==> src/rtl/audreg_pkg.sv <==
// Package: shared access-size type and register constants for the
// audio register unit. Assumes a 32-bit register width.
package audreg_pkg;
    typedef enum logic [1:0] {
        SZ_BYTE = 2'd0,
        SZ_HALF = 2'd1,
        SZ_WORD = 2'd2,
        SZ_NONE = 2'd3
    } acc_size_e;

    localparam logic [31:0] CTL_RESET   = 32'h0000_0001;
    localparam logic [31:0] ALL_ONES    = 32'hFFFF_FFFF;
    localparam logic [7:0]  LEGACY_BYTE = 8'h05;
endpackage

==> src/rtl/audreg_addr_map.sv <==
// Address map: folds the bus offset into the 256-byte window, applies the
// page register to the paged sub-window and decodes register selects.
// Assumes register offsets below 0x30 are unpaged.
module audreg_addr_map #(
    parameter int ADDR_W = 16,
    parameter int PAGE_W = 4,
    localparam int EFF_W = 8 + PAGE_W
) (
    input  logic [ADDR_W-1:0] addr,
    input  logic [PAGE_W-1:0] page,
    output logic              sel_ctl,
    output logic              sel_stat,
    output logic              sel_sctl,
    output logic              sel_page,
    output logic              sel_codec,
    output logic              sel_legacy,
    output logic [1:0]        lane
);
    logic [EFF_W-1:0] eff;
    logic             unused_hi;

    assign unused_hi = ^addr[ADDR_W-1:8];

    // Build the effective address, pasting in the page inside 0x30-0x3F.
    always_comb begin
        eff = {{PAGE_W{1'b0}}, addr[7:0]};
        if (addr[7:4] == 4'h3) begin
            eff[EFF_W-1:8] = page;
        end
    end

    // Decode register selects from the effective address.
    always_comb begin
        sel_ctl    = (eff[EFF_W-1:2] == (EFF_W-2)'(0));
        sel_stat   = (eff[EFF_W-1:2] == (EFF_W-2)'(1));
        sel_sctl   = (eff[EFF_W-1:2] == (EFF_W-2)'(8));
        sel_page   = (eff == EFF_W'(12'h00C));
        sel_codec  = (eff == EFF_W'(12'h010));
        sel_legacy = (eff == EFF_W'(12'h01B));
        lane       = eff[1:0];
    end
endmodule

==> src/rtl/audreg_lane_merge.sv <==
// Lane merge: replaces the byte lanes covered by an access of the given
// size and lane in an old register value. Assumes legal alignment is
// checked by the caller.
module audreg_lane_merge
    import audreg_pkg::*;
#(
    parameter int DATA_W = 32,
    localparam int NLANES = DATA_W / 8,
    localparam int LANE_W = $clog2(NLANES)
) (
    input  logic [DATA_W-1:0] old_val,
    input  logic [DATA_W-1:0] wr_val,
    input  acc_size_e         size,
    input  logic [LANE_W-1:0] lane,
    output logic [DATA_W-1:0] merged
);
    logic [DATA_W-1:0] shifted;

    // Move right-aligned write data up to the addressed lane.
    always_comb shifted = wr_val << {lane, 3'b000};

    for (genvar g = 0; g < NLANES; g++) begin : g_lane
        localparam logic [LANE_W-1:0] GL = LANE_W'(g);
        logic hit;
        // Decide whether this lane is covered, then pick new or old byte.
        always_comb begin
            hit = (size == SZ_WORD)
               || (size == SZ_BYTE && lane == GL)
               || (size == SZ_HALF && lane[LANE_W-1:1] == GL[LANE_W-1:1]);
            merged[g*8 +: 8] = hit ? shifted[g*8 +: 8] : old_val[g*8 +: 8];
        end
    end
endmodule

==> src/rtl/audreg_pend.sv <==
// Pending flags: one sticky bit per channel, set by an engine pulse while
// the channel's interrupt enable is on, cleared by an enable drop (which
// wins). Drives the OR of all bits as the interrupt level.
module audreg_pend #(
    parameter int NCHAN = 3
) (
    input  logic             clk,
    input  logic             rst_n,
    input  logic [NCHAN-1:0] set_pulse,
    input  logic [NCHAN-1:0] enable,
    input  logic [NCHAN-1:0] clear,
    output logic [NCHAN-1:0] pend,
    output logic             any
);
    for (genvar c = 0; c < NCHAN; c++) begin : g_ch
        // Update one channel's pending bit; clear has priority over set.
        always_ff @(posedge clk) begin
            if (!rst_n) begin
                pend[c] <= 1'b0;
            end else if (clear[c]) begin
                pend[c] <= 1'b0;
            end else if (set_pulse[c] && enable[c]) begin
                pend[c] <= 1'b1;
            end
        end
    end

    // Interrupt level is the OR of the pending bits.
    always_comb any = |pend;
endmodule

==> src/rtl/audio_reg_unit.sv <==
// Audio register unit: host register file for two playback channels and
// one capture channel. Merges partial writes, serves reads one cycle
// later, exports run permissions and a level interrupt.
// Assumes a single host and one access per cycle.
module audio_reg_unit
    import audreg_pkg::*;
#(
    parameter int ADDR_W = 16,
    parameter int PAGE_W = 4,
    parameter int NCHAN  = 3
) (
    input  logic              clk,
    input  logic              rst_n,
    input  logic [ADDR_W-1:0] bus_addr,
    input  logic [1:0]        bus_size,
    input  logic              bus_wr,
    input  logic              bus_rd,
    input  logic [31:0]       bus_wdata,
    output logic [31:0]       bus_rdata,
    input  logic [NCHAN-1:0]  set_pend,
    output logic [NCHAN-1:0]  chan_run,
    output logic              irq
);
    localparam int IEN_LSB = 8;

    acc_size_e         size;
    logic              sel_ctl, sel_stat, sel_sctl, sel_page, sel_codec, sel_legacy;
    logic [1:0]        lane;
    logic [31:0]       ctl_q, sctl_q, codec_q, ctl_new, sctl_new, stat_w, rd_w;
    logic [PAGE_W-1:0] page_q;
    logic              ctl_we, sctl_we, page_we, codec_we;
    logic [NCHAN-1:0]  ien_old, ien_new, ien_drop, pend;

    assign size = acc_size_e'(bus_size);

    audreg_addr_map #(.ADDR_W(ADDR_W), .PAGE_W(PAGE_W)) u_map (
        .addr(bus_addr), .page(page_q),
        .sel_ctl(sel_ctl), .sel_stat(sel_stat), .sel_sctl(sel_sctl),
        .sel_page(sel_page), .sel_codec(sel_codec), .sel_legacy(sel_legacy),
        .lane(lane)
    );

    audreg_lane_merge #(.DATA_W(32)) u_ctl_merge (
        .old_val(ctl_q), .wr_val(bus_wdata), .size(size), .lane(lane),
        .merged(ctl_new)
    );

    audreg_lane_merge #(.DATA_W(32)) u_sctl_merge (
        .old_val(sctl_q), .wr_val(bus_wdata), .size(size), .lane(lane),
        .merged(sctl_new)
    );

    // Qualify write strobes by register and legal size/alignment.
    always_comb begin
        ctl_we   = bus_wr && sel_ctl && ((size == SZ_BYTE)
                 || (size == SZ_HALF && !lane[0]) || (size == SZ_WORD && lane == 2'd0));
        sctl_we  = bus_wr && sel_sctl && ((size == SZ_BYTE)
                 || (size == SZ_WORD && lane == 2'd0));
        page_we  = bus_wr && sel_page && (size == SZ_BYTE || size == SZ_WORD);
        codec_we = bus_wr && sel_codec && (size == SZ_HALF);
    end

    // Detect interrupt enables falling from 1 to 0 on a serial-control write.
    always_comb begin
        ien_old  = sctl_q[IEN_LSB +: NCHAN];
        ien_new  = sctl_new[IEN_LSB +: NCHAN];
        ien_drop = sctl_we ? (ien_old & ~ien_new) : '0;
    end

    audreg_pend #(.NCHAN(NCHAN)) u_pend (
        .clk(clk), .rst_n(rst_n), .set_pulse(set_pend), .enable(ien_old),
        .clear(ien_drop), .pend(pend), .any(irq)
    );

    // Hold the host-written registers.
    always_ff @(posedge clk) begin
        if (!rst_n) begin
            ctl_q   <= CTL_RESET;
            sctl_q  <= '0;
            codec_q <= '0;
            page_q  <= '0;
        end else begin
            if (ctl_we)   ctl_q   <= ctl_new;
            if (sctl_we)  sctl_q  <= sctl_new;
            if (codec_we) codec_q <= {16'h0000, bus_wdata[15:0]};
            if (page_we)  page_q  <= bus_wdata[PAGE_W-1:0];
        end
    end

    // Assemble the status word: summary, fixed source field, pending bits.
    always_comb begin
        stat_w       = 32'h0000_0060;
        stat_w[31]   = irq;
        stat_w[2:0]  = {pend[0], pend[1], pend[2]};
    end

    // Select the read word for the current access.
    always_comb begin
        rd_w = ALL_ONES;
        unique case (size)
            SZ_BYTE: begin
                if (sel_legacy)    rd_w = {24'h0, LEGACY_BYTE};
                else if (sel_page) rd_w = 32'(page_q);
                else if (sel_ctl)  rd_w = ctl_q >> {lane, 3'b000};
                else if (sel_stat) rd_w = stat_w >> {lane, 3'b000};
            end
            SZ_WORD: begin
                if (lane == 2'd0) begin
                    if (sel_ctl)        rd_w = ctl_q;
                    else if (sel_stat)  rd_w = stat_w;
                    else if (sel_sctl)  rd_w = sctl_q;
                    else if (sel_page)  rd_w = 32'(page_q);
                    else if (sel_codec) rd_w = codec_q;
                end
            end
            default: rd_w = ALL_ONES;
        endcase
    end

    // Register read data one cycle after the read strobe.
    always_ff @(posedge clk) begin
        if (!rst_n)      bus_rdata <= '0;
        else if (bus_rd) bus_rdata <= rd_w;
    end

    // Export run permission: enable qualified by pause (capture has none).
    always_comb begin
        chan_run[0] = ctl_q[6] && !sctl_q[11];
        chan_run[1] = ctl_q[5] && !sctl_q[12];
        chan_run[2] = ctl_q[4];
    end
endmodule

==> config.mk <==
export PLATFORM = sky130hd
export DESIGN_NAME = audio_reg_unit
export DESIGN_NICKNAME = d
export VERILOG_FILES = /design/src/rtl/audreg_pkg.sv /design/src/rtl/audreg_addr_map.sv /design/src/rtl/audreg_lane_merge.sv /design/src/rtl/audreg_pend.sv /design/src/rtl/audio_reg_unit.sv
export SDC_FILE = /design/constraint.sdc
export NUM_CORES = 1
export LEC_CHECK = 0
export BUFFER_PORTS_ARGS = -buffer_cell sky130_fd_sc_hd__buf_2
export CAP_MARGIN = 25
export CORE_ASPECT_RATIO = 0.75
export CORE_MARGIN = 5
export CORE_UTILIZATION = 63
export DETAILED_ROUTE_END_ITERATION = 16
export PLACE_DENSITY = 0.86
export SLEW_MARGIN = 25
export SYNTH_ARGS = -nofsm -noshare
export SYNTH_HDL_FRONTEND = slang
export SYNTH_SLANG_ARGS = --single-unit
==> constraint.sdc <==
create_clock -name clk -period 3.9 [get_ports clk]
set_input_delay 0.195 -clock clk [delete_from_list [all_inputs] [get_ports clk]]
set_output_delay 0.195 -clock clk [all_outputs]
set_load 0.005 [all_outputs]
==> summary.md, run 1 <==
| Metric | Value |
|---|---|
| Post-Synthesis Cells | 800 |
| Clock Path Buffers | 2 |
| Critical path required time | 4.22 ns |
| First-pass GRT wire length | slightly below 40 mm |
| Slew HR | 20.82% |
| Pins over their slew limit | 0 |
| Detailed Place HPWL | 16.51 mm |
| Post-synth EDFFs | 0 |
| Cell variety after synth | 67 |
| Number of antenna diodes | 0 |
| Placed Instances | between 900 and 1000 |
| Peak Freq | 336.8 MHz |
| Vias in the first global route | between 7000 and 8000 |
| Clock Root Buffer | clkbuf_16 |
| CP Capture Type | flip-flop |
| DRT iter0 DRCs | between 1000 and 1500 |
| Clk_lat worst skew | 0.42 ns |
| Initial antenna violation count | 0 |
| Detailed Routing Iterations Pass 1 | 8 |
| Syn Nets | 857 |
| Final GP Congestion | 1.020 |
| Fin cells | ~1000 |
| Vias post-DR | roughly 7200 |
| Die area | between 10000 and 15000 µm² |
| Placed instance area | approximately 7000 µm² |
| Mean routed wirelength per cell | 25.26 µm |
| Row cnt | 32 |
| IO buf count | 84 |
| Final #Nets | 909 |
| GR Overflow Total | 0 |
| Layout cell share with drive strength beyond 1 | 18.84% |
| Total Power | 3.284 mW |
| Period utilisation layout | 76.12% |
| Arr. time, crit path | around 3.3 ns |
| Hold crit path type | input pin to flip-flop |
| Mapped cell area | 6756 µm² |
| # hold bufs at CTS | 0 |
| Area contributors post-synth | dfxtp_1 35%, mux2i_1 17%, nor2_1 6.7%, o21ai_0 3.3%, a21oi_1 3.2% |
| Yosys top cell area share | 35.26% |
| Register-to-Register Setup Slack | 2.17 ns |
| #FFs+latches synth | 119 |
| Worst-margin pin slew | approximately 1.2 ns |
| Final setup vio count | 0 |
| Critical path class | input pin to flip-flop |
| CP Max Fanout | 36 |
| Starting Density | 65.15% |
| Design Area, Final | 7851 µm² |
| Max_cap viols | 0 |
| Static leakage | 3.401 nW |
| Ys flop type | dfxtp_1 |
| Post-route DRC | 0 |
| I/O pin cnt | 93 |
| Seq/Total Area, Yosys | 35.26% |
| Minimum clock period | 2.969 ns |
| Area Growth Syn to Fin | 16.20% |
| Largest net degree at the start of global routing | 57 |
| Status | finished, final reports clean |
| TritonCTS clock tree | built |
| Hold WS | 0.07566 ns |
| CTS Buf Count | 17 |
| Cts repair resizes | 0 |
| Post-synth ARST share | 0% |
| Vias per inst | 7.188 |
| Die W | 129.6 µm |
| Total global-route track usage | 39.08% |
| Final Skew | 0.007513 ns |
| Post-synthesis average cell area | approximately 8.4 µm² |
| Reg clk slew, reported paths | 0.06 ns |
| Die height | ~100 µm |
| Cell taking the most area after synthesis | dfxtp_1 |
| Most frequent cell after synthesis | nor2_1 |
| Unrepaired setup endpoints after global routing | no |
| Commonest cells in the netlist | 121 x nor2_1, 119 x dfxtp_1, 112 x mux2i_1, 49 x clkbuf_1, 48 x nand2_1 |
| Htree depth | 4 |
| Startpoint Class | input pin |
| Max VDD drop | 330.1 µV |
| Fill cell count | 754 |
| Yosys warning count | 0 |
| CORE AREA | ~10000 µm² |
| Final WL | ~25 mm |
| Fin. Hold Viols | 0 |
| Antenna violation net count after detailed routing | 0 |
| Number of post-CTS setup repair buffers | 0 |
| PwrDens | ~420 nW/µm² |
| CTS sink count | around 120 |
| TNS Setup | 0 ns |
-- worst max-delay path, cell delays in order --
cell and delay (ns):
buf_2 0.33, nor2_1 1.00, a21boi_0 0.29, o21ai_1 0.90, o211ai_1 0.25, a32o_1 0.29
-- through the flow --
stage               setup slack [ns]  utilization [%]
global placement              0.9974            69.38
global route                   1.068            75.71
detailed placement            0.8819            69.50
finish                        0.9312            75.71
CTS                            1.206            75.69
floorplan                      1.885                -
-- routing by layer --
metal / wire (µm) / vias up / global-route usage, %
met2: 10570 / 623 / 56.08
met5: 0 / - / 0
met3: 3921 / 174 / 13.15
met1: 9109 / 3354 / 50.32
met4: 1689 / 0 / 24.36
li1: - / 3044 / -
-- power breakdown --
group | internal (mW) | total, mW | switching, mW
clock network | 1.12 | 1.71 | 0.586
logic | 0.108 | 0.318 | 0.210
registers | 1.24 | 1.26 | 0.0168
total | 2.47 | 3.28 | 0.813
-- cells in the final DEF, fill, tap and decap left out, drive strengths merged, types with 5 or more instances in the layout --
| master | netlist | routed |
|---|---|---|
| nor2 | 123 | 123 |
| dfxtp | 119 | 119 |
| mux2i | 112 | 112 |
| buf | 22 | 104 |
| nand2 | 48 | 48 |
| o21ai | 46 | 46 |
| a21oi | 43 | 43 |
| clkbuf | 49 | 21 |
| a211oi | 16 | 16 |
| nor2b | 14 | 14 |
| o211ai | 14 | 14 |
| a221oi | 14 | 14 |
| and2 | 11 | 11 |
| a32o | 10 | 10 |
| nor3 | 10 | 10 |
| inv | 10 | 10 |
| nand3 | 9 | 9 |
| a31oi | 9 | 9 |
| o31ai | 9 | 9 |
| a22oi | 7 | 7 |
| a21o | 7 | 7 |
| a2111oi | 7 | 7 |
| or2 | 7 | 7 |
| nand2b | 6 | 6 |
| mux4 | 6 | 6 |
| clkinv | 1 | 6 |
| a21boi | 5 | 5 |
| nand4 | 5 | 5 |
| o211a | 5 | 5 |
| mux2 | 5 | 5 |
-- area by class of cell --
class / count / area, µm² / area share [%]
clock buffer: 21 / 470.5 / 5.992
clock inverter: 11 / 171.4 / 2.183
inverter: 11 / 41.29 / 0.5259
multi-input combinational: 599 / 4045 / 51.52
sequential: 119 / 2382 / 30.34
tap: 136 / 170.2 / 2.167
timing repair buffer: 104 / 570.5 / 7.267
-- sequential cells by signal (all words and copies together) (netlist names) --
name / cells
bus_rdata: 32
u_pend.pend: 3
page_q: 4
codec_q: 16
sctl_q: 32
ctl_q: 32
-- final timing paths --
check,end,cells after the start,startpoint
worst max-delay path,bus_rdata[11],6,bus_addr[1]
worst min-delay path,codec_q[4],3,bus_wdata[4]
worst max register to register,bus_rdata[1],5,ctl_q[25]
worst min register to register,bus_rdata[14],1,bus_rdata[14]
-- logic make-up after synthesis --
family | synth area share (%)
flops | 35.26
compound gates | 22.59
buf+inv | 5.018
simple gates | 17.57
xor+xnor | 0.1297
mux | 19.43
No activity file was read; power rests on OpenSTA's default activity.
==> inputs of run 2 (changes only) <==
Settings changed: CORE_UTILIZATION 63 to 58, PLACE_DENSITY 0.86 to 0.8.
Clock period 3.9 ns to 2.8 ns, I/O delays scaled along.
==> run 2 against run 1 <==
Against the previous run:
- core utilization shrank 6.9 points
- sequential share of layout area shrank 0.21 points
- global-route usage shrank 4.6 points
- clock-buffer cell count shrank 3
- setup slack lost 0.24 ns
- routed wire length shrank 4.9%
- die area grew 7.8%
- combinational power grew 37%
- critical path type unchanged
- critical endpoint is now bus_rdata[12]
==> summary.md, run 2 (synthesis results as in run 1) <==
| Metric | Value |
|---|---|
| Worst-margin pin slew | 1.066 ns (-0.1174 ns) |
| Final WL | 24.04 mm (-4.9%) |
| I/O pin cnt | 93 (unchanged) |
| TritonCTS clock tree | built |
| Vias in the first global route | 6633 (-5.3%) |
| Final setup vio count | 0 (unchanged) |
| Die area | 13930 µm² (+7.8%) |
| Period utilisation layout | about three quarters |
| Most common cell after layout, fill and taps aside | nor2_1 |
| Peak Freq | 473.8 MHz |
| TNS Setup | 0 ns (unchanged) |
| Unrepaired setup endpoints after global routing | no |
| Hold WS | 0.003786 ns (-0.07187 ns) |
| Layout cell share with drive strength beyond 1 | 19.84% (+1.0 points) |
| FF-to-FF Start | ctl_q[25] |
| Worst hold start | bus_wdata[14] |
| Htree depth | 4 (unchanged) |
| Worst path slowest cell | o21ai_1 |
| Max VDD drop | 420.1 µV (+27%) |
| PwrDens | 554.3 nW/µm² (+33%) |
| CP Max Fanout | 14 (-61%) |
| Max_cap viols | 0 (unchanged) |
| Fin cells | 1021 (+2.0%) |
| Total Power | 4.382 mW (+33%) |
| Critical path origin | bus_addr[4] |
| Placed Instances | 989 (+2.1%) |
| Die height | 103.5 µm (+3.8%) |
| Detailed Place HPWL | 16.52 mm (about the same) |
| Vias per inst | 6.811 (-5.2%) |
| Max incr delay on CP | 0.63 ns (-0.37 ns) |
| Vias post-DR | 6954 (-3.3%) |
| CORE AREA | 11490 µm² (+11%) |
| Static leakage | 3.434 nW (+0.98%) |
| Clk_lat worst skew | 0.43 ns (about the same) |
| Detailed Routing Iterations Pass 1 | 8 (unchanged) |
| Biggest regs | bus_rdata x32, ctl_q x32, sctl_q x32 |
| First-pass GRT wire length | 36.73 mm (-4.7%) |
| Arr. time, crit path | 2.42 ns (-0.86 ns) |
| CTS sink count | 119 (unchanged) |
| Clock Path Buffers | 2 (unchanged) |
| Slew HR | 28.46% (+7.6 points) |
| DRT iter0 DRCs | 974 (-8.0%) |
| Minimum clock period | 2.111 ns |
| # hold bufs at CTS | 0 (unchanged) |
| Number of post-CTS setup repair buffers | 0 (unchanged) |
| Reg clk slew, reported paths | 0.06 ns (about the same) |
| Design Area, Final | 7905 µm² (+0.69%) |
| Antenna violation net count after detailed routing | 0 (unchanged) |
| Placed instance area | 7315 µm² (+1.5%) |
| Number of antenna diodes | 0 (unchanged) |
| Critical path class | input pin to flip-flop |
| Die W | 134.6 µm (+3.9%) |
| Clock Root Buffer | clkbuf_16 |
| Pins over their slew limit | 0 (unchanged) |
| Crit-path cells | buf_2, or4b_4, or2_1, o21ai_1, o211ai_1, a32o_1 |
| GR Overflow Total | 0 (unchanged) |
| Most frequent cells in the layout | 120 x nor2_1, 119 x dfxtp_1, 112 x mux2i_1 |
| Starting Density | 58.82% (-6.3 points) |
| Row cnt | 34 (+6.3%) |
| Final GP Congestion | 1.051 (+3.1%) |
| Post-route DRC | 0 (unchanged) |
| Final #Nets | 921 (+1.3%) |
| CP Capture Type | flip-flop |
| Area Growth Syn to Fin | 17.00% |
| Fill cell count | 928 (+23%) |
| Cts repair resizes | 0 (unchanged) |
| Hold crit path type | input pin to flip-flop |
| Critical path required time | 3.11 ns (-1.11 ns) |
| Mean routed wirelength per cell | 23.55 µm (-6.8%) |
| Status | finished, final reports clean |
| Initial antenna violation count | 1 (+1) |
| IO buf count | 84 (unchanged) |
| Total global-route track usage | 34.48% (-4.6 points) |
| Fin. Hold Viols | 0 (unchanged) |
| Startpoint Class | input pin |
| Final Skew | 0.01329 ns (+0.005781 ns) |
| Largest net degree at the start of global routing | 69 (+21%) |
| CTS Buf Count | 17 (unchanged) |
-- run 2: cell types whose count changed in the layout (fill, tap and decap cells not counted) --
cell	delta
bufinv_16	-2
clkinvlp_4	+3
clkbuf_1	-1
o31ai_1	+1
nor2_2	-1
clkinv_4	+1
buf_4	+11
inv_6	+1
clkbuf_8	-2
buf_12	+1
nor2_1	+1
o31ai_2	-1
-- run 2: routing by layer --
layer  wire [µm]  track usage, %
met1        9515           44.01
met2       10400           52.94
met3        3099           10.74
met4        1017           18.31
met5          13               0
-- run 2: layout make-up --
type                       count  area (µm²)  area share [%]
inverter                      11       41.29          0.5223
timing repair buffer         116       673.1           8.515
sequential                   119        2382           30.14
tap                          144       180.2           2.279
clock buffer                  18       439.2           5.556
multi-input combinational    599        4038           51.08
clock inverter                14       151.4           1.915
-- run 2: worst paths after layout --
path | slack [ns] | cells after the start | endpoint
worst max-delay path | 0.69 | 6 | bus_rdata[12]
worst min-delay path | 0.004 | 3 | codec_q[14]
worst max register to register | 1.13 | 5 | bus_rdata[1]
worst min register to register | 0.46 | 1 | bus_rdata[6]
-- run 2: through the flow --
stage          util (%)  setup slack [ns]
2_1_floorplan         -            0.8400
3_3_place_gp      63.68            0.4317
3_5_place_dp      63.68            0.3601
4_1_cts           68.82            0.7754
5_1_grt           68.82            0.6029
6_report          68.82            0.6893
-- run 2: worst max-delay path, delay by kind of cell --
kind                   cells  cell delay (ns)
AOI/OAI and AO/OA          3             1.17
and+or+nand+nor            2             0.93
buffers and inverters      1             0.18
-- run 2: power by group --
group / internal [mW] / switching (mW)
logic: 0.155 / 0.282
clock network: 1.34 / 0.856
registers: 1.73 / 0.0224
